`src/rtl/ec_pkg.sv`:
```
package ec_pkg;

  localparam logic [7:0] OPC_RD        = 8'h80;
  localparam logic [7:0] OPC_WR        = 8'h81;
  localparam logic [7:0] OPC_BURST_ON  = 8'h82;
  localparam logic [7:0] OPC_BURST_OFF = 8'h83;
  localparam logic [7:0] OPC_QUERY     = 8'h84;

  typedef enum logic [1:0] {
    SQ_IDLE,
    SQ_RD_ADDR,
    SQ_WR_ADDR,
    SQ_WR_DATA
  } seq_state_e;

  typedef enum logic [2:0] {
    OP_NONE,
    OP_READ,
    OP_WRITE,
    OP_BURST_ON,
    OP_BURST_OFF,
    OP_QUERY
  } op_e;

  function automatic op_e decode_cmd(input logic [7:0] b);
    case (b)
      OPC_RD:        return OP_READ;
      OPC_WR:        return OP_WRITE;
      OPC_BURST_ON:  return OP_BURST_ON;
      OPC_BURST_OFF: return OP_BURST_OFF;
      OPC_QUERY:     return OP_QUERY;
      default:       return OP_NONE;
    endcase
  endfunction

  // status layout: [4] burst, [3] last byte was command, [1] IBF, [0] OBF
  function automatic logic [7:0] pack_status(input logic obf, input logic ibf,
                                             input logic was_cmd, input logic burst);
    return {3'b000, burst, was_cmd, 1'b0, ibf, obf};
  endfunction

endpackage

```
`src/rtl/ec_in_latch.sv`:
```
module ec_in_latch #(
  parameter int IBF_LAT = 2
) (
  input  logic       clk,
  input  logic       rst_n,
  input  logic       host_wr,
  input  logic       port_sel,
  input  logic [7:0] wdata,
  output logic       ibf,
  output logic       in_is_cmd,
  output logic [7:0] in_byte,
  output logic       consume
);
  localparam int CW = (IBF_LAT > 1) ? $clog2(IBF_LAT) : 1;
  localparam logic [CW-1:0] CNT_LOAD = CW'(IBF_LAT - 1);

  logic [CW-1:0] cnt_q;

  assign consume = ibf && (cnt_q == '0);

  always_ff @(posedge clk or negedge rst_n) begin
    if (!rst_n) begin
      ibf       <= 1'b0;
      in_is_cmd <= 1'b0;
      in_byte   <= 8'h00;
      cnt_q     <= '0;
    end else if (host_wr) begin
      ibf       <= 1'b1;
      in_is_cmd <= port_sel;
      in_byte   <= wdata;
      cnt_q     <= CNT_LOAD;
    end else if (ibf) begin
      if (cnt_q == '0) ibf <= 1'b0;
      else             cnt_q <= cnt_q - 1'b1;
    end
  end


  ibf_set_chk: assert property (@(posedge clk) disable iff (!rst_n)
    host_wr |=> (ibf && (in_is_cmd == $past(port_sel))));


  ibf_clear_chk: assert property (@(posedge clk) disable iff (!rst_n)
    (consume && !host_wr) |=> !ibf);

endmodule

```
`src/rtl/ec_out_latch.sv`:
```
module ec_out_latch (
  input  logic       clk,
  input  logic       rst_n,
  input  logic       load,
  input  logic [7:0] load_byte,
  input  logic       host_take,
  output logic       obf,
  output logic [7:0] out_byte
);
  always_ff @(posedge clk or negedge rst_n) begin
    if (!rst_n) begin
      obf      <= 1'b0;
      out_byte <= 8'h00;
    end else if (load) begin
      obf      <= 1'b1;
      out_byte <= load_byte;
    end else if (host_take) begin
      obf      <= 1'b0;
    end
  end


  obf_take_chk: assert property (@(posedge clk) disable iff (!rst_n)
    (host_take && !load) |=> !obf);


  obf_hold_chk: assert property (@(posedge clk) disable iff (!rst_n)
    (obf && !host_take) |=> obf);

endmodule

```
`src/rtl/ec_sequencer.sv`:
```
module ec_sequencer
  import ec_pkg::*;
#(
  parameter logic [7:0] BURST_ACK  = 8'h90,
  parameter logic [7:0] QUERY_NONE = 8'h00
) (
  input  logic       clk,
  input  logic       rst_n,
  input  logic       consume,
  input  logic       in_is_cmd,
  input  logic [7:0] in_byte,
  input  logic [7:0] reg_rdata_i,
  output logic       reg_rd,
  output logic       reg_wr,
  output logic [7:0] reg_addr,
  output logic [7:0] reg_wdata,
  output logic       obf_load,
  output logic [7:0] obf_byte,
  output logic       burst
);
  seq_state_e st_q;
  logic [7:0] addr_q;
  op_e        op;
  logic       cmd_ev;
  logic       data_ev;

  assign op      = decode_cmd(in_byte);
  assign cmd_ev  = consume && in_is_cmd;
  assign data_ev = consume && !in_is_cmd;

  assign reg_rd    = data_ev && (st_q == SQ_RD_ADDR);
  assign reg_wr    = data_ev && (st_q == SQ_WR_DATA);
  assign reg_addr  = (st_q == SQ_RD_ADDR) ? in_byte : addr_q;
  assign reg_wdata = in_byte;

  assign obf_load = reg_rd || (cmd_ev && ((op == OP_BURST_ON) || (op == OP_QUERY)));
  assign obf_byte = reg_rd ? reg_rdata_i :
                    (op == OP_BURST_ON) ? BURST_ACK : QUERY_NONE;

  always_ff @(posedge clk or negedge rst_n) begin
    if (!rst_n) begin
      st_q   <= SQ_IDLE;
      addr_q <= 8'h00;
      burst  <= 1'b0;
    end else if (cmd_ev) begin
      case (op)
        OP_READ:      st_q <= SQ_RD_ADDR;
        OP_WRITE:     st_q <= SQ_WR_ADDR;
        OP_BURST_ON:  begin burst <= 1'b1; st_q <= SQ_IDLE; end
        OP_BURST_OFF: begin burst <= 1'b0; st_q <= SQ_IDLE; end
        default:      st_q <= SQ_IDLE;
      endcase
    end else if (data_ev) begin
      case (st_q)
        SQ_WR_ADDR: begin addr_q <= in_byte; st_q <= SQ_WR_DATA; end
        default:    st_q <= SQ_IDLE;
      endcase
    end
  end


  burst_on_chk: assert property (@(posedge clk) disable iff (!rst_n)
    (cmd_ev && (in_byte == OPC_BURST_ON)) |=> burst);


  burst_off_chk: assert property (@(posedge clk) disable iff (!rst_n)
    (cmd_ev && (in_byte == OPC_BURST_OFF)) |=> !burst);


  cmd_restart_chk: assert property (@(posedge clk) disable iff (!rst_n)
    (cmd_ev && (in_byte == OPC_RD)) |=> (st_q == SQ_RD_ADDR));

endmodule

```
`src/rtl/ec_host_port.sv`:
```
module ec_host_port
  import ec_pkg::*;
#(
  parameter int         IBF_LAT    = 2,
  parameter logic [7:0] BURST_ACK  = 8'h90,
  parameter logic [7:0] QUERY_NONE = 8'h00
) (
  input  logic       clk,
  input  logic       rst_n,
  input  logic       host_wr,
  input  logic       host_rd,
  input  logic       host_port_sel,
  input  logic [7:0] host_wdata,
  output logic [7:0] host_rdata,
  output logic       reg_rd_o,
  output logic       reg_wr_o,
  output logic [7:0] reg_addr_o,
  output logic [7:0] reg_wdata_o,
  input  logic [7:0] reg_rdata_i
);
  logic       ibf, in_is_cmd, consume;
  logic [7:0] in_byte;
  logic       obf_load, obf, burst;
  logic [7:0] obf_byte, out_byte;
  logic       host_take;
  logic [7:0] status;

  assign host_take = host_rd && !host_port_sel;

  ec_in_latch #(.IBF_LAT(IBF_LAT)) u_in (
    .clk       (clk),
    .rst_n     (rst_n),
    .host_wr   (host_wr),
    .port_sel  (host_port_sel),
    .wdata     (host_wdata),
    .ibf       (ibf),
    .in_is_cmd (in_is_cmd),
    .in_byte   (in_byte),
    .consume   (consume)
  );

  ec_sequencer #(.BURST_ACK(BURST_ACK), .QUERY_NONE(QUERY_NONE)) u_seq (
    .clk         (clk),
    .rst_n       (rst_n),
    .consume     (consume),
    .in_is_cmd   (in_is_cmd),
    .in_byte     (in_byte),
    .reg_rdata_i (reg_rdata_i),
    .reg_rd      (reg_rd_o),
    .reg_wr      (reg_wr_o),
    .reg_addr    (reg_addr_o),
    .reg_wdata   (reg_wdata_o),
    .obf_load    (obf_load),
    .obf_byte    (obf_byte),
    .burst       (burst)
  );

  ec_out_latch u_out (
    .clk       (clk),
    .rst_n     (rst_n),
    .load      (obf_load),
    .load_byte (obf_byte),
    .host_take (host_take),
    .obf       (obf),
    .out_byte  (out_byte)
  );

  assign status     = pack_status(obf, ibf, in_is_cmd, burst);
  assign host_rdata = host_port_sel ? status : out_byte;


  strobe_excl_chk: assert property (@(posedge clk) disable iff (!rst_n)
    !(reg_rd_o && reg_wr_o));


  strobe_cause_chk: assert property (@(posedge clk) disable iff (!rst_n)
    (reg_rd_o || reg_wr_o) |-> (consume && !in_is_cmd));


  read_obf_chk: assert property (@(posedge clk) disable iff (!rst_n)
    reg_rd_o |=> (obf && !ibf));


  write_no_obf_chk: assert property (@(posedge clk) disable iff (!rst_n)
    (reg_wr_o && !obf && !host_wr) |=> !obf);

endmodule

```
`config.mk`:
```
export PLATFORM = sky130hd
export DESIGN_NAME = ec_host_port
export DESIGN_NICKNAME = d
export VERILOG_FILES = /design/src/rtl/ec_pkg.sv /design/src/rtl/ec_in_latch.sv /design/src/rtl/ec_out_latch.sv /design/src/rtl/ec_sequencer.sv /design/src/rtl/ec_host_port.sv
export SDC_FILE = /design/constraint.sdc
export NUM_CORES = 1
export LEC_CHECK = 0
export ABC_AREA = 1
export BUFFER_PORTS_ARGS = -buffer_cell sky130_fd_sc_hd__buf_2
export CAP_MARGIN = 20
export CORE_MARGIN = 2
export CORE_UTILIZATION = 51
export CTS_CLUSTER_SIZE = 30
export DETAILED_ROUTE_END_ITERATION = 6
export PLACE_DENSITY = 0.86
export RECOVER_POWER = 100
export SLEW_MARGIN = 20
export SYNTH_ARGS = -nofsm -noshare
export SYNTH_HDL_FRONTEND = slang
export SYNTH_SLANG_ARGS = --single-unit
```
`constraint.sdc`:
```
create_clock -name clk -period 1.6 [get_ports clk]
set_clock_uncertainty 0.15 [all_clocks]
set_input_delay 0.32 -clock clk [delete_from_list [all_inputs] [get_ports clk]]
set_output_delay 0.32 -clock clk [all_outputs]
set_load 0.01 [all_outputs]
```
==> impl_metrics.tcl, run 1 <==
set metrics [dict create \
    intPower_w 0.00133 \
    antenna_found_initial 0 \
    clk_latency_ns 0.33 \
    pwr-share-seq 0.497 \
    slew_viol_final 0 \
    setup_violations 20 \
    irDropWorstVdd_v 0.000544 \
    grt_max_degree 32 \
    root_buffer "clkbuf_4" \
    gr-total-overflow 0 \
    drive_above_1_share 0.293 \
    max_freq_mhz 574 \
    dr.pass1.iters 4 \
    synth_edf_count 0 \
    port_buffers 46 \
    yosys-top-cells-count "nand2_1 (66), dfrtp_1 (31), o21ai_0 (30)" \
    crit_type "flip-flop to output pin" \
    syn_nets 218 \
    wl_per_cell_microns 11.9 \
    syn_area_sq_um 1580 \
    hold_viol 0 \
    pwr-share-clk 0.272 \
    yosys-top-cells-area "dfrtp_1 (49%), nand2_1 (16%), o21ai_0 (9.5%)" \
    vias 1467 \
    yosysTopAreaCell "dfrtp_1" \
    cts-htree-levels 2 \
    hold_ws_ns 0.0362 \
    worst_setup_path_end_kind "output pin" \
    seq_area_sq_um 777 \
    synthCells 197 \
    dp_hpwl_microns 2360 \
    fin_ws_ns -0.142 \
    slew_headroom 0.501 \
    path_clk_slew_ns 0.09 \
    synth.most_common_cell "nand2_1" \
    rsz0062_at_grt "yes" \
    core_sq_um 3000 \
    fin_util 0.679 \
    ios 47 \
    synth-async-reset-ratio 1.00 \
    maxCapViolCount 0 \
    worstPathRequired_ns 1.13 \
    antenna_left 0 \
    grt.total_usage 0.222 \
    cts_tree "done" \
    cts.path.max_buffers 2 \
    cp_max_fo 17 \
    synth_top_area_share 0.492 \
    nets 279 \
    design.die.area_sq_um 3550 \
    multiInputGateArea_sq_um 721 \
    die_w_microns 59.6 \
    arrival_ns 1.27 \
    swShare 0.300 \
    startpoint_type "flip-flop" \
    grt_pass1_wl_microns 5790 \
    syn_to_final_growth_pct 29.4 \
    preCtsSetupSlack_ns 0.114 \
    run_status "complete, but fails checks" \
    cts_sinks 31 \
    combPwrFrac 0.232 \
    timing.final.crit_period_ns 1.74 \
    synth_seq_area_share 0.492 \
    start_util 0.525 \
    die_h_microns 59.6 \
    numCtsBuffers 5 \
    synth_seq_cells 31 \
    p_sw_w 0.000569 \
    synth_cell_types 20 \
    viasPerCell 5.02 \
    grt_pass1_vias 1366 \
    dpl_cell_area_sq_um 1840 \
    period_share 1.09 \
    fin_area_sq_um 2040 \
    placementRows 20 \
    p_leak_nw 1.12 \
    antenna_cells 0 \
    drtIter0Drc 77 \
    tns_ns -1.55 \
    syn_area_per_cell_sq_um 8.00 \
    drcViolationCount 0 \
    place.gp.congestion 0.771 \
    hp-class "input port to flip-flop" \
    fill_cells 243 \
    violations "negative setup slack" \
    ys_warn_count 0 \
    p_per_area_nw_per_um2 932 \
    routed_wl_microns 3490 \
    synthFlopType "dfrtp_1" \
    worstMarginPinSlew_ns 0.749 \
]
power by group through the flow:
| stage | Clock (W) | Sequential, W | Combinational [W] |
|---|---|---|---|
| CTS | 0.000529 | 0.000942 | 0.000421 |
| global route | 0.000563 | 0.000956 | 0.000503 |
| detailed placement | 0 | 0.000957 | 0.000386 |
| global placement | 0 | 0.000951 | 0.000376 |
| finish | 0.000516 | 0.000943 | 0.000440 |
| floorplan | 0 | 0.000954 | 0.000231 |
critical path: stages (launching register included):
cell and delay, ns:
dfrtp_1 0.41, inv_2 0.11, nand2_8 0.12, o21ai_1 0.15, buf_2 0.15
area by class of cell:
class / instances / area share
multi-input cells: 136 / 0.353
flip-flops and latches: 31 / 0.381
clock buffers: 8 / 0.0337
inverters: 24 / 0.0454
well taps: 33 / 0.0202
repair buffers: 60 / 0.166
registers in the layout, indices dropped and copies added (netlist names):
register and flops:
u_in.cnt_q 1, u_in.ibf 1, u_in.in_byte 8, u_in.in_is_cmd 1
u_out.obf 1, u_out.out_byte 8, u_seq.addr_q 8, u_seq.burst 1
u_seq.st_q 2
repair_timing:
item	CTS	global route
endpoints found under the setup margin	12	15
resized for setup	18	9
hold endpoints to repair	31	0
buffers inserted	6	4
pin swaps	4	1
hold buffers	1	0
cells by family after synthesis:
logic type      synth area share
simple gates               0.310
compound gates             0.105
flops                      0.492
mux                       0.0143
buf+inv                   0.0786
path summary, 6_finish.rpt:
path / endpoint / depth (start not counted) / slack (ns) / start
worst min register to register: u_seq.burst$_DFFE_PN0P_ / 2 / 0.34 / u_seq.burst$_DFFE_PN0P_
min in group asynchronous: u_seq.addr_q[6]$_DFFE_PN0P_ / 3 / 0.51 / rst_n
worst max-delay path: reg_addr_o[0] / 4 / -0.14 / u_seq.st_q[1]$_DFFE_PN0P_
max in group asynchronous: u_seq.st_q[0]$_DFFE_PN0P_ / 3 / 0.28 / rst_n
worst min-delay path: u_out.out_byte[0]$_DFFE_PN0P_ / 3 / 0.04 / reg_rdata_i[0]
worst max register to register: u_seq.st_q[1]$_DFFE_PN0P_ / 9 / -0.08 / u_in.ibf$_DFF_PN0_
cell usage in the layout (no fill, tap or decap), drive strengths merged:
master       instances
a21oi                2
nand2               70
clkbuf              23
nand3               14
inv                 24
nor3                 2
buf                 44
mux2                 2
o21ai               31
dlygate4sd3          1
dfrtp               31
nand4                2
nor2                13
per-stage QoR:
step                instances  power [W]
floorplan                 197    0.00118
global placement          273    0.00133
finish                    292    0.00190
CTS                       288    0.00189
global route              292    0.00202
detailed placement        273    0.00134
per-layer routing:
metal | GRT usage | vias up | wire length, microns
li1 | - | 747 | -
met3 | 0.0633 | 8 | 169
met2 | 0.366 | 36 | 1730
met5 | 0 | - | 0
met4 | 0.0952 | 0 | 76
met1 | 0.271 | 676 | 1520
(Power assumes the default switching activity.)
==> run 2: changes to the inputs <==
--- a/config.mk
+++ b/config.mk
@@ -8,11 +8,14 @@
 export ABC_AREA = 1
 export BUFFER_PORTS_ARGS = -buffer_cell sky130_fd_sc_hd__buf_2
 export CAP_MARGIN = 20
+export CELL_PAD_IN_SITES_DETAIL_PLACEMENT = 1
+export CELL_PAD_IN_SITES_GLOBAL_PLACEMENT = 2
+export CORE_ASPECT_RATIO = 0.75
 export CORE_MARGIN = 2
-export CORE_UTILIZATION = 51
+export CORE_UTILIZATION = 28
 export CTS_CLUSTER_SIZE = 30
 export DETAILED_ROUTE_END_ITERATION = 6
-export PLACE_DENSITY = 0.86
+export PLACE_DENSITY = 0.84
 export RECOVER_POWER = 100
 export SLEW_MARGIN = 20
 export SYNTH_ARGS = -nofsm -noshare
==> run 2 against run 1 <==
Against the previous run:
- largest power group unchanged
- highest routed layer unchanged
- critical path type unchanged
- count of clock-buffer cells in the layout shrank 2
- worst setup slack gained 0.079 ns
- first-iteration DRC count shrank 42%
- routed wire length grew 21%
- the flow still finishes with violations (negative setup slack)
- sequential power is essentially flat
==> impl_metrics.tcl, run 2 (synthesis results as in run 1) <==
set metrics [dict create \
    drtIter0Drc 45 \
    routed_wl_microns 4210 \
    wl_per_cell_microns 12.6 \
    dp_hpwl_microns 3030 \
    cts_sinks 31 \
    nets 279 \
    seq_area_sq_um 778 \
    final_common_cell "nand2_1" \
    viasPerCell 4.33 \
    grt.total_usage 0.145 \
    start_util 0.293 \
    power_w 0.00218 \
    worstMarginPinSlew_ns 0.792 \
    placementRows 23 \
    drive_above_1_share 0.363 \
    die_w_microns 90.6 \
    dpl_cell_area_sq_um 1910 \
    grt_pass1_vias 1468 \
    arrival_ns 1.19 \
    path_clk_slew_ns 0.08 \
    slew_viol_final 0 \
    timing.final.crit_period_ns 1.66 \
    drcViolationCount 0 \
    cts_tree "done" \
    setup_violations 10 \
    period_share 1.04 \
    violations "negative setup slack" \
    ios 47 \
    gr-total-overflow 0 \
    irDropWorstVdd_v 0.000357 \
    design.die.area_sq_um 6250 \
    numCtsBuffers 5 \
    largestRegisters "u_in.in_byte: 8 flops, u_out.out_byte: 8 flops, u_seq.addr_q: 8 flops" \
    syn_to_final_growth_pct 37.5 \
    antenna_cells 0 \
    cp_max_fo 8 \
    fin_util 0.403 \
    hold_viol 0 \
    p_per_area_nw_per_um2 1010 \
    final_cell_mix "nand2_1 (62), buf_2 (44), dfrtp_1 (29)" \
    vias 1447 \
    cts.path.max_buffers 2 \
    p_leak_nw 1.17 \
    fin_ws_ns -0.0624 \
    rsz0062_at_grt "yes" \
    worstPathRequired_ns 1.13 \
    hold_ws_ns 0.0898 \
    antenna_found_initial 0 \
    startpoint_type "flip-flop" \
    maxCapViolCount 0 \
    crit_type "flip-flop to output pin" \
    grt_max_degree 20 \
    slew_headroom 0.472 \
    max_freq_mhz 602 \
    place.gp.congestion 0.755 \
    dr.pass1.iters 4 \
    die_h_microns 69.0 \
    cts-htree-levels 2 \
    core_sq_um 5380 \
    grt_pass1_wl_microns 7030 \
    port_buffers 46 \
    worst_setup_path_end_kind "output pin" \
    run_status "complete, but fails checks" \
    fin_area_sq_um 2170 \
    clk_latency_ns 0.28 \
    fill_cells 690 \
    multiInputGateArea_sq_um 731 \
    antenna_left 0 \
    hp-class "input port to flip-flop" \
    root_buffer "clkbuf_8" \
]
==> run 2: changes by cell type in the layout (fill, tap and decap cells not counted), moves of 2 or more <==
cell	delta
clkbuf_1	-13
buf_6	-2
inv_1	-2
mux2_2	+2
buf_2	+13
clkbuf_8	+4
clkbuf_4	-6
o21ai_2	+2
o21ai_1	-2
mux2_4	-2
==> run 2: layout make-up <==
class,count,share of cell area
repair buffers,59,0.162
inverters,24,0.0439
clock inverters,2,0.0162
multi-input cells,137,0.337
clock buffers,6,0.0381
flip-flops and latches,31,0.359
well taps,75,0.0433
==> run 2: worst max-delay path, cell delays in order (launching register included) <==
cell	delay [ns]
dfrtp_2	0.49
nand2_4	0.16
nand2_1	0.08
o21ai_2	0.06
buf_2	0.14
==> run 2: layer usage <==
| layer | GRT usage | part of all wire | vias to the layer above |
|---|---|---|---|
| met3 | 0.0457 | 0.045 | 2 |
| met1 | 0.190 | 0.50 | 671 |
| met5 | 0 | 0 | - |
| met2 | 0.234 | 0.44 | 27 |
| met4 | 0.0462 | 0.0095 | 0 |
| li1 | - | - | 747 |
==> run 2: what timing repair did <==
action	CTS	global route
resized for setup	20	11
hold buffers	1	0
pin swaps	4	6
setup buffers	5	3
setup endpoints to repair	10	21
endpoints found under the hold margin	12	0
cloned	1	0
==> run 2: per-stage QoR <==
stage,setup TNS (ns),setup WS (ns),std cells
detailed placement,0,0.0856,316
global route,-1.58,-0.156,334
finish,-0.488,-0.0624,334
CTS,-0.653,-0.0809,331
global placement,0,0.104,316
floorplan,0,0.0747,197
==> run 2: power by group <==
group	switching (W)	internal (W)	total, W
logic	0.000254	0.000183	0.000437
clock network	0.000298	0.000504	0.000802
registers	0.0000623	0.000883	0.000945
==> run 2: worst paths after layout <==
| kind | from | end | slack, ns | cells past startpoint |
|---|---|---|---|---|
| max reg2reg | u_in.in_byte[4]$_DFFE_PN0P_ | u_seq.st_q[0]$_DFFE_PN0P_ | 0.08 | 8 |
| min reg2reg | u_seq.burst$_DFFE_PN0P_ | u_seq.burst$_DFFE_PN0P_ | 0.33 | 2 |
| max | u_seq.st_q[0]$_DFFE_PN0P_ | reg_addr_o[2] | -0.06 | 4 |
| min in group asynchronous | rst_n | u_in.in_byte[3]$_DFFE_PN0P_ | 0.49 | 2 |
| min | host_wdata[4] | u_in.in_byte[4]$_DFFE_PN0P_ | 0.09 | 3 |
| max in group asynchronous | rst_n | u_seq.st_q[0]$_DFFE_PN0P_ | 0.22 | 3 |
==> run 3: changes to the inputs <==
--- a/config.mk
+++ b/config.mk
@@ -15,9 +15,10 @@
 export CORE_UTILIZATION = 28
 export CTS_CLUSTER_SIZE = 30
 export DETAILED_ROUTE_END_ITERATION = 6
-export PLACE_DENSITY = 0.84
+export PLACE_DENSITY = 0.85
 export RECOVER_POWER = 100
 export SLEW_MARGIN = 20
 export SYNTH_ARGS = -nofsm -noshare
 export SYNTH_HDL_FRONTEND = slang
+export SYNTH_HIERARCHICAL = 1
 export SYNTH_SLANG_ARGS = --single-unit
==> run 3 against run 2 <==
Against the previous run:
- the flow still finishes with violations (negative setup slack)
- count of clock-buffer cells in the layout is the same
- critical path type unchanged
- combinational power rose by 12%
- worst setup slack lost 0.21 ns
- largest power group unchanged
- non-clock buffer count rose by 8
- die area grew 8.7%
- highest routed layer unchanged
- flip-flop and latch count stayed put
==> impl_metrics.tcl, run 3 <==
set metrics [dict create \
    ys_warn_count 6 \
    worst_setup_path_end_kind "output pin" \
    die_w_microns 94.5 \
    hp-class "input port to flip-flop" \
    rsz0062_at_grt "yes" \
    synth_cell_types 18 \
    synth_seq_area_share 0.451 \
    met3_length_microns 164 \
    swShare 0.313 \
    antenna_cells 0 \
    combPwrFrac 0.236 \
    viasPerCell 4.24 \
    cts-htree-levels 2 \
    port_buffers 46 \
    top_layer "met4" \
    pwr-share-seq 0.465 \
    violations "negative setup slack" \
    p_per_area_nw_per_um2 888 \
    synth-async-reset-ratio 1.00 \
    routedLengthMet1_microns 2240 \
    worstPathRequired_ns 1.13 \
    irDropWorstVdd_v 0.000346 \
    timing.final.crit_period_ns 1.88 \
    final_common_cell "nand2_1" \
    syn_area_sq_um 1720 \
    antenna_found_initial 0 \
    clk_latency_ns 0.28 \
    tns_ns -3.57 \
    fin_util 0.398 \
    start_util 0.293 \
    cts.path.max_buffers 2 \
    synthFlopType "dfrtp_1" \
    wl_per_cell_microns 12.5 \
    cts_tree "done" \
    grt_pass1_wl_microns 7970 \
    largestRegisters "u_in/in_byte: 8 flops, u_out/out_byte: 8 flops, u_seq/addr_q: 8 flops" \
    yosysTopAreaCell "dfrtp_1" \
    synth_seq_cells 31 \
    placementRows 24 \
    max_freq_mhz 533 \
    intPower_w 0.00143 \
    p_sw_w 0.000652 \
    yosys-top-cells-area "dfrtp_1 (45%), nand2_1 (23%), inv_1 (4.8%)" \
    arrival_ns 1.41 \
    numCtsBuffers 5 \
    dpl_cell_area_sq_um 2060 \
    fin_area_sq_um 2340 \
    startpoint_type "flip-flop" \
    hold_viol 0 \
    drcViolationCount 0 \
    slew_viol_final 0 \
    pwr-share-clk 0.299 \
    gr-total-overflow 0 \
    final_cell_mix "nand2_1 (94), buf_2 (32), dfrtp_1 (31)" \
    crit_type "flip-flop to output pin" \
    die_h_microns 71.9 \
    period_share 1.17 \
    root_buffer "clkbuf_8" \
    syn_area_per_cell_sq_um 7.39 \
    slew_headroom 0.723 \
    ios 47 \
    dr.pass1.iters 4 \
    antenna_left 0 \
    synth.most_common_cell "nand2_1" \
    routed_wl_microns 4680 \
    syn_to_final_growth_pct 36.1 \
    power_w 0.00208 \
    syn_nets 254 \
    synthCells 233 \
    vias 1582 \
    wl_met2_microns 2230 \
    core_sq_um 5890 \
    final_cells 373 \
    cts_sinks 31 \
    grt_max_degree 17 \
    setup_violations 19 \
    drtIter0Drc 44 \
    post-place-cells 358 \
    grt_pass1_vias 1685 \
    p_leak_nw 1.28 \
    nets 316 \
    grt.total_usage 0.153 \
    yosys-top-cells-count "nand2_1 (105), dfrtp_1 (31), inv_1 (22)" \
    maxCapViolCount 0 \
    drive_above_1_share 0.383 \
    worstMarginPinSlew_ns 0.416 \
    synth_top_area_share 0.451 \
    fin_ws_ns -0.275 \
    design.die.area_sq_um 6800 \
    dp_hpwl_microns 3280 \
    synth_edf_count 0 \
    path_clk_slew_ns 0.07 \
    cp_max_fo 8 \
    run_status "complete, but fails checks" \
    place.gp.congestion 0.802 \
]
## run 3: repair_timing
action | 4_1_cts | 5_1_grt
hold endpoints to repair | 15 | 0
pin swaps | 9 | 8
buffers inserted | 3 | 2
gates cloned | 2 | 0
hold buffers | 1 | 0
endpoints found under the setup margin | 18 | 22
gates resized for setup | 29 | 29
## run 3: per-layer routing
layer,vias to the layer above,GRT usage
met2,24,0.247
met3,4,0.0374
met4,0,0.0435
met1,738,0.206
li1,816,-
met5,-,0
## run 3: metrics by stage
step	hold slack, ns	setup slack (ns)
detailed placement	0.123	-0.0586
global placement	0.123	0.0357
floorplan	-0.126	0.00532
CTS	0.0799	-0.281
finish	0.0890	-0.275
global route	0.0910	-0.388
## run 3: power by group through the flow
stage,Combinational [W],Clock [W],Sequential (W)
floorplan,0.000301,0,0.000963
global placement,0.000464,0,0.000975
detailed placement,0.000472,0,0.000981
CTS,0.000492,0.000647,0.000967
global route,0.000565,0.000673,0.000984
finish,0.000491,0.000622,0.000968
## run 3: worst max-delay path, stage by stage (launching register included)
cell,delay [ns]
dfrtp_1,0.36
inv_2,0.07
nor2_4,0.14
clkinvlp_4,0.23
o21ai_1,0.18
buf_2,0.14
## run 3: worst paths after layout
| check | from | endpoint | slack, ns | cells past startpoint |
|---|---|---|---|---|
| max | u_seq/st_q[0]$_DFFE_PN0P_ | reg_addr_o[0] | -0.28 | 5 |
| min | host_wdata[1] | u_in/in_byte[1]$_DFFE_PN0P_ | 0.09 | 3 |
| max reg2reg | u_in/in_byte[2]$_DFFE_PN0P_ | u_out/out_byte[6]$_DFFE_PN0P_ | -0.17 | 10 |
| min reg2reg | u_out/out_byte[1]$_DFFE_PN0P_ | u_out/out_byte[1]$_DFFE_PN0P_ | 0.32 | 2 |
| max in group asynchronous | rst_n | u_in/cnt_q$_DFFE_PN0P_ | 0.20 | 3 |
| min in group asynchronous | rst_n | u_seq/addr_q[6]$_DFFE_PN0P_ | 0.36 | 2 |
## run 3: logic make-up after synthesis
kind of cell | synth area share
simple gates | 0.340
flops | 0.451
buf+inv | 0.140
compound gates | 0.0698
## run 3: layout make-up
type,count,area (sq um)
Clock buffer,6,82.6
Clock inverter,1,5.00
Fill cell,765,3540
Inverter,31,134
Multi-Input combinational cell,157,830
Sequential cell,31,776
Tap cell,78,97.6
Timing Repair Buffer,67,404
Timing Repair inverter,2,15.0
